[config.mk]
export PLATFORM = sky130hd
export DESIGN_NAME = sram_host_ctrl
export DESIGN_NICKNAME = d
export VERILOG_FILES = /design/src/rtl/sram_host_ctrl.sv
export SDC_FILE = /design/constraint.sdc
export NUM_CORES = 1
export LEC_CHECK = 0
export BUFFER_PORTS_ARGS = -buffer_cell sky130_fd_sc_hd__buf_2
export CAP_MARGIN = 10
export CORE_ASPECT_RATIO = 1.4
export CORE_MARGIN = 4
export CORE_UTILIZATION = 50
export DETAILED_ROUTE_END_ITERATION = 12
export PLACE_DENSITY = 0.87
export SYNTH_ARGS = -nofsm -noshare
export SYNTH_HDL_FRONTEND = slang
export SYNTH_SLANG_ARGS = --single-unit
[constraint.sdc]
create_clock -name clk -period 3.7 [get_ports clk]
set_input_delay 0.185 -clock clk [delete_from_list [all_inputs] [get_ports clk]]
set_output_delay 0.185 -clock clk [all_outputs]
set_load 0.01 [all_outputs]
[src/rtl/sram_host_ctrl.sv]
module sram_host_ctrl #(
  parameter int AW      = 17,
  parameter int DW      = 8,
  parameter int CLK_PS  = 5000,
  parameter int CYC_PS  = 12000,
  parameter int ACC_PS  = 12000,
  parameter int WEP_PS  = 10000,
  parameter int AWE_PS  = 10000,
  parameter int DS_PS   = 7000,
  parameter int TURN_PS = 7000
) (
  input  logic          clk,
  input  logic          rst_n,
  input  logic          req_valid,
  output logic          req_ready,
  input  logic          req_write,
  input  logic [AW-1:0] req_addr,
  input  logic [DW-1:0] req_wdata,
  output logic [DW-1:0] rsp_rdata,
  output logic          rsp_done,
  output logic [AW-1:0] mem_addr,
  output logic          mem_ce1_n,
  output logic          mem_ce2,
  output logic          mem_we_n,
  output logic          mem_oe_n,
  output logic [DW-1:0] mem_dq_out,
  output logic          mem_dq_oe,
  input  logic [DW-1:0] mem_dq_in
);

  function automatic int clks(input int ps);
    int n;
    n = (ps + CLK_PS - 1) / CLK_PS;
    return (n < 1) ? 1 : n;
  endfunction

  function automatic int mx(input int a, input int b);
    return (a > b) ? a : b;
  endfunction

  localparam int N_CYC  = clks(CYC_PS);
  localparam int N_RD   = mx(clks(ACC_PS), N_CYC);
  localparam int N_WE   = mx(mx(clks(WEP_PS), clks(AWE_PS)), clks(DS_PS));
  localparam int N_WH   = (N_CYC - N_WE > 1) ? N_CYC - N_WE : 1;
  localparam int N_TURN = clks(TURN_PS);
  localparam int N_MAX  = mx(mx(N_RD, N_WE), mx(N_WH, N_TURN));
  localparam int CW     = $clog2(N_MAX + 1);

  typedef enum logic [2:0] {S_IDLE, S_TURN, S_RD, S_WR, S_HOLD} st_t;

  st_t           st, st_n;
  logic [CW-1:0] cnt, cnt_n;
  logic          rd_last;
  logic [AW-1:0] addr_q;
  logic [DW-1:0] wdat_q, rdat_q;
  logic          done_q, sel_q, we_q, oe_q, dqoe_q;

  wire accept = req_valid && (st == S_IDLE);
  wire last   = (cnt == '0);

  always_comb begin
    st_n  = st;
    cnt_n = last ? cnt : cnt - 1'b1;
    case (st)
      S_IDLE:
        if (req_valid) begin
          if (!req_write) begin
            st_n = S_RD;   cnt_n = CW'(N_RD - 1);
          end else if (rd_last) begin
            st_n = S_TURN; cnt_n = CW'(N_TURN - 1);
          end else begin
            st_n = S_WR;   cnt_n = CW'(N_WE - 1);
          end
        end
      S_TURN: if (last) begin st_n = S_WR;   cnt_n = CW'(N_WE - 1); end
      S_RD:   if (last) st_n = S_IDLE;
      S_WR:   if (last) begin st_n = S_HOLD; cnt_n = CW'(N_WH - 1); end
      S_HOLD: if (last) st_n = S_IDLE;
      default: st_n = S_IDLE;
    endcase
  end

  always_ff @(posedge clk or negedge rst_n) begin
    if (!rst_n) begin
      st      <= S_IDLE;
      cnt     <= '0;
      rd_last <= 1'b0;
      addr_q  <= '0;
      wdat_q  <= '0;
      rdat_q  <= '0;
      done_q  <= 1'b0;
      sel_q   <= 1'b0;
      we_q    <= 1'b0;
      oe_q    <= 1'b0;
      dqoe_q  <= 1'b0;
    end else begin
      st     <= st_n;
      cnt    <= cnt_n;
      done_q <= last && (st == S_RD || st == S_HOLD);
      sel_q  <= (st_n == S_RD) || (st_n == S_WR) || (st_n == S_HOLD);
      we_q   <= (st_n == S_WR);
      oe_q   <= (st_n == S_RD);
      dqoe_q <= (st_n == S_WR) || (st_n == S_HOLD);
      if (accept) begin
        addr_q <= req_addr;
        wdat_q <= req_wdata;
      end
      if (st == S_RD && last) begin
        rdat_q  <= mem_dq_in;
        rd_last <= 1'b1;
      end else if (st == S_WR) begin
        rd_last <= 1'b0;
      end
    end
  end

  assign req_ready  = (st == S_IDLE);
  assign rsp_done   = done_q;
  assign rsp_rdata  = rdat_q;
  assign mem_addr   = addr_q;
  assign mem_dq_out = wdat_q;
  assign mem_ce1_n  = !sel_q;
  assign mem_ce2    = sel_q;
  assign mem_we_n   = !we_q;
  assign mem_oe_n   = !oe_q;
  assign mem_dq_oe  = dqoe_q;

endmodule

# Word-level counts from Yosys, hierarchy flattened
# Index checks and enable logic that the tools add are counted.
# op_classes
shifts,0
bitwise_logic,0
div_mod_pow,0
n_mul,0
n_reduce_logical,14
n_eq_ne,7
add_sub_neg,1
magnitude_cmp,0
muxes,15
# ops
operator,count
$mux 2,7
$eq 3x2->1 const B,4
$mux 3,4
$pmux 3 s4,1
$eq 3x3->1 const B,2
$pmux 2 s3,1
$logic_or 1x1->1,4
$eq 3x1->1 const B,1
$logic_and 1x1->1,3
$logic_not 1->1,3
$logic_not 3->1,1
$logic_not 2->1,1
$mux 1,2
$reduce_bool 2->1,1
$reduce_or 2->1,1
$sub 2x1->2 const B,1
# word_totals
memories,0
mem_bits_ro,0
out_inout_bits,40
in_bits,37
latchBits,0
mem_bits_rw,0
reg_bits,44
wordCells,48

# Depth between registers and ports, before layout
# Gate-level depths: netlist of run 1.
# logic_depth
word_depth,7
ltp_mapped,7
ltp_nobuf,4

# Worst setup path before layout of run 1
# OpenSTA, ideal clock, no wires.
# synth_path
path_type,register to register
from,reg st[2]
to,reg addr_q[0] (netlist: mem_addr[0])
n_path_buf,2
setup_slack_ns,2.267
stages_incl_launch_ff,7
required_ns,3.584
period_less_slack_ns,1.433
setup_ns,0.116
t_arrival_ns,1.316
path_cell_list,dfrtp_1 > buf_2 > nor3_2 > nand2_1 > buf_2 > nand2_1 > nand2_1
# synth_between
elab_chain_cells,2
# synth_lines
element,line_no,rtl
"start, declared",51,"st_t st, st_n;"
"start signal, assigned",97,st <= st_n;
$logic_not 3->1,-,
via req_ready,15,"output logic req_ready,"
$logic_and 1x1->1,58,wire accept = req_valid && (st == S_IDLE);
"end signal, assigned",105,addr_q <= req_addr;
"end, declared",54,logic [AW-1:0] addr_q;
# The timed path passes the listed nets, and every way through them passes these cells.
# A chain may end at the register's enable or synchronous reset.

# Worst setup path in the final report of run 1
# layout_path
from,reg st[2]
to,reg dqoe_q (netlist: mem_dq_oe)
# layout_between
elab_chain_cells,5
elab_cells_between_ends,14
classes_between,eq/ne (6); mux (5); reduce/logical (3)
# layout_lines
element,line_no,rtl
$eq 3x2->1 / $eq 3x3->1 (equally long branches),64,case (st)
$reduce_or 2->1 (no line),-,
$pmux 3 s4 *,64,
$eq 3x2->1 / $eq 3x3->1 (equally long branches),103,dqoe_q <= (st_n == S_WR) || (st_n == S_HOLD);
$logic_or 1x1->1 *,103,
"end signal, assigned",103,
"end, declared",56,"logic done_q, sel_q, we_q, oe_q, dqoe_q;"
# Mark *: on every way between the ends. The rest lies on a longest branch, timed or not.

==> results by group, run 1 <==
Clocking
  • Post-CTS Hold Buffers: 0
  • Post-cts sizing count: 0
  • CTS tree: yes
  • Clk sinks: 44
  • Root Driver: clkbuf_8
  • Clk Latency, worst-skew pair: 0.29 ns
  • CTS Buffer Depth: 2
  • H-tree lvl count: 2
  • Number of buffers created by CTS: 5
  • Post-CTS Setup Inserts: 0
  • Clock transition at path regs: 0.07 ns

Setup path
  • Crit Path Max Fanout: 28
  • Worst path slowest cell: and2_1
  • CP top delay family: simple AND/OR/NAND/NOR gates
  • R2R depth: 4
  • WP data required: 3.92 ns
  • Critical Path End: mem_dq_oe
  • Critical setup path kind: flop to flop
  • Critical path launch point type: flop
  • Reg2Reg Capture Point: mem_dq_oe
  • R2R Setup Slk: 1.64 ns
  • Crit path DAT: 2.28 ns
  • Crit. Startpoint: st[2]
  • Setup crit end kind: flop
  • CP bufs+invs: 0
  • Levels on crit path: 4
  • Worst path max stage delay: 0.80 ns
  • CP Cell Sequence: nor3_2 > and2_1 > a21oi_1 > o21ai_2
  • RR Startpoint: st[2]

Timing
  • Worst Clk Skew: 0.00535 ns
  • Final Hold Vio Count: 0
  • Final period demand of the worst path: 2.06 ns
  • Worst Tran Pin Value: 0.964 ns
  • Maximum clock rate: 0.486 GHz
  • Setup TNS Final: 0 ns
  • RSZ-0062 raised after global routing: false
  • Final slew viol count: 0
  • Final setup margin: 1.64 ns
  • Final setup violation count: 0
  • Final period utilization: 55.6%
  • Rel. slew slack: 35.8%

Final layout
  • Layout cells sized above 1: 38.5%
  • Net count, final: 288
  • Layout area overhead: 27.7%
  • Diode count: 0

GRT
  • Vias in the first global route: 1447
  • Grt total ovfl: 0
  • Largest net degree at the start of global routing: 45
  • Gr usage total: 17.1%
  • Initial antenna violation count: 0
  • First-pass GRT wire length: 6140 um

Yosys
  • Cell taking the most area after synthesis: dfrtp_1
  • YS warnings: 0
  • Synth Net Count: 212
  • Post-synth EDFFs: 0
  • Mapped cell area: 1750 um^2
  • Area contributors post-synth: dfrtp_1, nand2_1, mux2_2
  • Post-synthesis average cell area: 10.0 um^2
  • Post-synth top cells: nand2_1, dfrtp_1, mux2_2
  • Synthesized instance count: 175
  • Yosys cell types: 25
  • FFs w/ async S/R, synth: 100%
  • Yosys reg bits: 44
  • Top FF cell, synth: dfrtp_1
  • Seq/Total Area, Yosys: 62.8%
  • Most common cell in the synthesized netlist: nand2_1
  • Top cell type's share of synthesized area: 62.8%

Die
  • Initial core utilization: 51.9%
  • Row cnt: 25
  • Core footprint: 3380 um^2
  • Die X: 58.1 um
  • Full die area: 4530 um^2
  • I/O pins: 77
  • Die height: 78.1 um

Hold path
  • Path type of the worst min-delay path: input port to async pin

Place
  • GP Congestion: 0.796
  • Placed wire-length estimate: 2700 um
  • I/O Buffers: 76
  • Post-Place Worst Slack: 1.60 ns

Power and ir drop
  • Clock power share: 17.4%
  • Sw frac: 37.2%
  • Static leakage: 1.27 nW
  • NetSw: 747 uW
  • Flop pwr share: 41.7%
  • Peak supply drop: 0.000491 V
  • Pwr dens: 896 nW/um^2
  • P_int: 1.26 mW
  • Gate power share: 40.9%

Routing
  • Post-DRT Antenna Nets: 0
  • Total wire length: 3570 um
  • Vias per cell: 4.77
  • Residual DRC count: 0
  • 1st-pass router iterations: 2
  • Vias: 1393
  • Drt wl/cell: 12.2 um
  • Initial DRC Count: 45

Outcome
  • Outcome: finished, final reports clean

Flow run
  • Max cap viols: 0
==> final cells by class <==
class | instances | area (um^2)
Fill cell | 301 | 1140
Sequential cell | 44 | 1100
Multi-Input combinational cell | 117 | 574
Timing Repair Buffer | 76 | 380
Clock buffer | 6 | 72.6
Tap cell | 40 | 50.0
Clock inverter | 2 | 35.0
Inverter | 7 | 26.3
==> cells in the final DEF, fill, tap and decap left out, types with 2 or more instances in the layout <==
master / netlist / layout
dfrtp_1: 44 / 44
o21ai_0: 2 / 2
a21oi_1: 3 / 3
inv_1: 7 / 7
buf_2: 3 / 76
nor2_1: 7 / 7
nand3_1: 2 / 2
clkbuf_8: 0 / 5
mux2_2: 8 / 8
nand2_1: 81 / 81
==> routing by layer <==
layer | track usage [%] | wire length (um) | vias up
li1 | - | - | 697
met1 | 20.8 | 1410 | 643
met2 | 29.1 | 1850 | 48
met3 | 4.44 | 268 | 5
met4 | 6.03 | 36 | 0
met5 | 0 | 0 | -
==> kinds of logic after synthesis <==
family,Yosys count,synth area share (%)
compound gates,11,4.49
xor+xnor,1,0.499
buf+inv,14,4.49
flops,44,62.8
mux,8,5.14
simple gates,97,22.6
==> power groups by stage <==
| stage | Sequential [mW] | Combinational, mW | Clock [mW] |
|---|---|---|---|
| 6_report | 0.837 | 0.820 | 0.349 |
| 5_1_grt | 0.866 | 0.928 | 0.382 |
| 4_1_cts | 0.839 | 0.840 | 0.364 |
| 3_5_place_dp | 0.848 | 0.838 | 0 |
| 3_3_place_gp | 0.837 | 0.806 | 0 |
| 2_1_floorplan | 0.917 | 0.468 | 0 |
==> worst min path at each step <==
stage           startpoint          end  slack, ns  cells past startpoint
3_3_place_gp         rst_n  mem_addr[2]       0.38                      1
6_report             rst_n  mem_addr[2]       0.04                      1
5_1_grt        req_addr[8]  mem_addr[8]       0.08                      3
3_5_place_dp         rst_n  mem_addr[2]       0.38                      1
2_1_floorplan        rst_n       cnt[0]      -0.11                      0
4_1_cts              rst_n       cnt[0]       0.06                      1
==> state kept, by name, indices dropped and copies added (netlist names), 2 cells and up <==
register    count
st              3
mem_addr       17
mem_dq_out      8
cnt             2
rsp_rdata       8
==> stage by stage <==
stage	hold WS (ns)	util [%]	cell area [um^2]	power [mW]	instances
finish	0.0379	66.3	2240	2.01	292
global placement	0.375	63.1	2130	1.64	284
floorplan	-0.111	-	1750	1.38	175
global route	0.0817	66.3	2240	2.18	292
CTS	0.0611	66.3	2240	2.04	292
detailed placement	0.380	63.1	2130	1.69	284
No activity file was read; power rests on OpenSTA's default activity.
==> run 2: changes to the inputs <==
--- a/config.mk
+++ b/config.mk
@@ -9,9 +9,9 @@
 export CAP_MARGIN = 10
 export CORE_ASPECT_RATIO = 1.4
 export CORE_MARGIN = 4
-export CORE_UTILIZATION = 50
+export CORE_UTILIZATION = 46
 export DETAILED_ROUTE_END_ITERATION = 12
-export PLACE_DENSITY = 0.87
+export PLACE_DENSITY = 0.81
 export SYNTH_ARGS = -nofsm -noshare
 export SYNTH_HDL_FRONTEND = slang
 export SYNTH_SLANG_ARGS = --single-unit
==> constraint.sdc (replaced) <==
create_clock -name clk -period 2 [get_ports clk]
set_input_delay 0.1 -clock clk [delete_from_list [all_inputs] [get_ports clk]]
set_output_delay 0.1 -clock clk [all_outputs]
set_load 0.01 [all_outputs]
==> results by group, run 2 (same netlist as run 1, synthesis figures left out) <==
GRT
  • Largest net degree at the start of global routing: 28 (-38%)
  • Gr usage total: 17.6% (+0.47 points)
  • First-pass GRT wire length: 6350 um (+3.4%)
  • Initial antenna violation count: 0 (unchanged)
  • Vias in the first global route: 1451 (+0.28%)
  • Grt total ovfl: 0 (unchanged)

Clocking
  • Number of buffers created by CTS: 5 (unchanged)
  • Root Driver: clkbuf_8
  • Post-CTS Setup Inserts: 0 (unchanged)
  • Clk sinks: 44 (unchanged)
  • CTS tree: yes
  • Clock transition at path regs: 0.08 ns (about the same)
  • CTS Buffer Depth: 2 (unchanged)
  • H-tree lvl count: 2 (unchanged)
  • Clk Latency, worst-skew pair: 0.29 ns (about the same)

Final layout
  • Largest register FFs: 17 (unchanged)
  • Layout Cells excl Fill: 314 (+7.5%)
  • Diode count: 0 (unchanged)
  • Net count, final: 308 (+6.9%)
  • Most frequent cells in the layout: nand2_1, buf_2, dfrtp_1
  • Layout cells sized above 1: 37.5% (-0.99 points)
  • Most common cell after layout, fill and taps aside: nand2_1
  • Layout area overhead: 38.1%

Timing
  • RSZ-0062 raised after global routing: false
  • Final setup violation count: 0 (unchanged)
  • Setup TNS Final: 0 ns (unchanged)
  • Final slew viol count: 0 (unchanged)
  • Worst Clk Skew: 0.00557 ns (+0.000215 ns)
  • Final Hold Vio Count: 0 (unchanged)
  • Rel. slew slack: 70.2% (+34 points)
  • Final period utilization: 78.3% (+23 points)
  • Maximum clock rate: 0.638 GHz (+31%)
  • Final period demand of the worst path: 1.57 ns (-0.492 ns)
  • Hold WS: 0.00257 ns (-0.0353 ns)
  • Worst Tran Pin Value: 0.446 ns (-0.517 ns)

Routing
  • Post-DRT Antenna Nets: 0 (unchanged)
  • Met1 WL: 1560 um (+11%)
  • Metal2 WL: 2160 um (+17%)
  • Vias: 1466 (+5.2%)
  • Total wire length: 4070 um (+14%)
  • Initial DRC Count: 50 (+11%)
  • Residual DRC count: 0 (unchanged)
  • Vias per cell: 4.67 (-2.1%)
  • 1st-pass router iterations: 4 (+2)
  • Top Metal Used: met4
  • Drt wl/cell: 13.0 um (+6.0%)
  • Met3 WL: 317 um (+18%)

Hold path
  • Path type of the worst min-delay path: input port to flop

Place
  • Placed wire-length estimate: 2900 um (+7.8%)
  • I/O Buffers: 76 (unchanged)
  • GP Congestion: 0.858 (+7.7%)
  • Placed instance count: 290 (+2.1%)

Die
  • Initial core utilization: 47.7% (-4.2 points)
  • Row cnt: 26 (+4.0%)
  • Die height: 81.1 um (+3.8%)
  • I/O pins: 77 (unchanged)
  • Die X: 60.2 um (+3.7%)
  • Full die area: 4880 um^2 (+7.6%)
  • Core footprint: 3680 um^2 (+8.8%)

Power and ir drop
  • Static leakage: 1.35 nW (+5.8%)
  • Peak supply drop: 0.00109 V (+120%)
  • Pwr dens: 1530 nW/um^2 (+70%)

Setup path
  • Worst path slowest cell: dfrtp_1
  • CP dominant cell by count: nand2_1
  • CP Cell Sequence: nor3_2 > and2_1 > buf_4 > nand2_1 > nand2_1
  • Setup crit end kind: flop
  • Crit Path Max Fanout: 24 (-14%)
  • Critical setup path kind: flop to flop
  • CP top delay family: simple AND/OR/NAND/NOR gates
  • Worst path max stage delay: 0.49 ns (-0.31 ns)
  • Crit path DAT: 1.80 ns (-0.48 ns)
  • CP bufs+invs: 1 (+1)
  • Critical path launch point type: flop
  • WP data required: 2.23 ns (-1.69 ns)

Flow run
  • Max cap viols: 0 (unchanged)

Outcome
  • Outcome: finished, final reports clean
==> run 2: cell count changes in the layout (fill, tap and decap cells not counted) <==
cell,change
clkbuf_1,-1
buf_4,+4
bufinv_16,-1
clkinv_2,-1
dlygate4sd3_1,+16
clkinvlp_4,+2
clkbuf_8,+1
==> run 2: path summary, 6_finish.rpt <==
check                             from            to  slack, ns  depth (start not counted)
max in group asynchronous        rst_n   mem_addr[8]       1.22                          3
min                        req_addr[1]   mem_addr[1]      0.003                          3
min reg2reg                mem_addr[8]   mem_addr[8]       0.47                          2
max                              st[2]  mem_addr[12]       0.43                          5
min in group asynchronous        rst_n        cnt[0]       0.24                          2
max reg2reg                      st[2]  mem_addr[12]       0.43                          5
==> run 2: layout make-up <==
class | count | area, um^2
Clock buffer | 6 | 82.6
Timing Repair Buffer | 96 | 571
Fill cell | 326 | 1250
Clock inverter | 2 | 15.0
Sequential cell | 44 | 1100
Multi-Input combinational cell | 117 | 574
Tap cell | 42 | 52.6
Inverter | 7 | 26.3
==> run 2: metrics by stage <==
stage | setup WS (ns) | power (mW) | util (%) | instance area [um^2]
after global placement | 0.486 | 3.07 | 58.9 | 2160
final | 0.434 | 3.70 | 65.9 | 2420
after detailed placement | 0.439 | 3.15 | 58.9 | 2160
after global routing | 0.305 | 4.01 | 65.9 | 2420
after floorplan | 0.567 | 2.56 | - | 1750
after CTS | 0.424 | 3.74 | 65.1 | 2390
==> run 2: worst min-delay path, delay by kind of cell <==
family        cells  cell delay [ns]
buf+inv           1             0.07
simple gates      2             0.09
==> run 2: routing by layer <==
| metal | GRT usage [%] | vias to the layer above |
|---|---|---|
| met1 | 18.7 | 674 |
| met3 | 5.72 | 5 |
| met2 | 32.1 | 50 |
| met4 | 5.32 | 0 |
| li1 | - | 737 |
| met5 | 0 | - |
==> run 2: timing repair <==
action                     in CTS  in global routing
gates resized for setup         0                  0
hold endpoints to repair       24                  3
hold buffers                   13                  3
setup endpoints to repair       0                  0
==> run 2: power by group <==
group          switching [mW]  total (mW)  internal, mW
Sequential              0.247        1.56          1.31
Clock                   0.282       0.561         0.279
Combinational           0.887        1.58         0.693
Total                    1.42        3.70          2.28
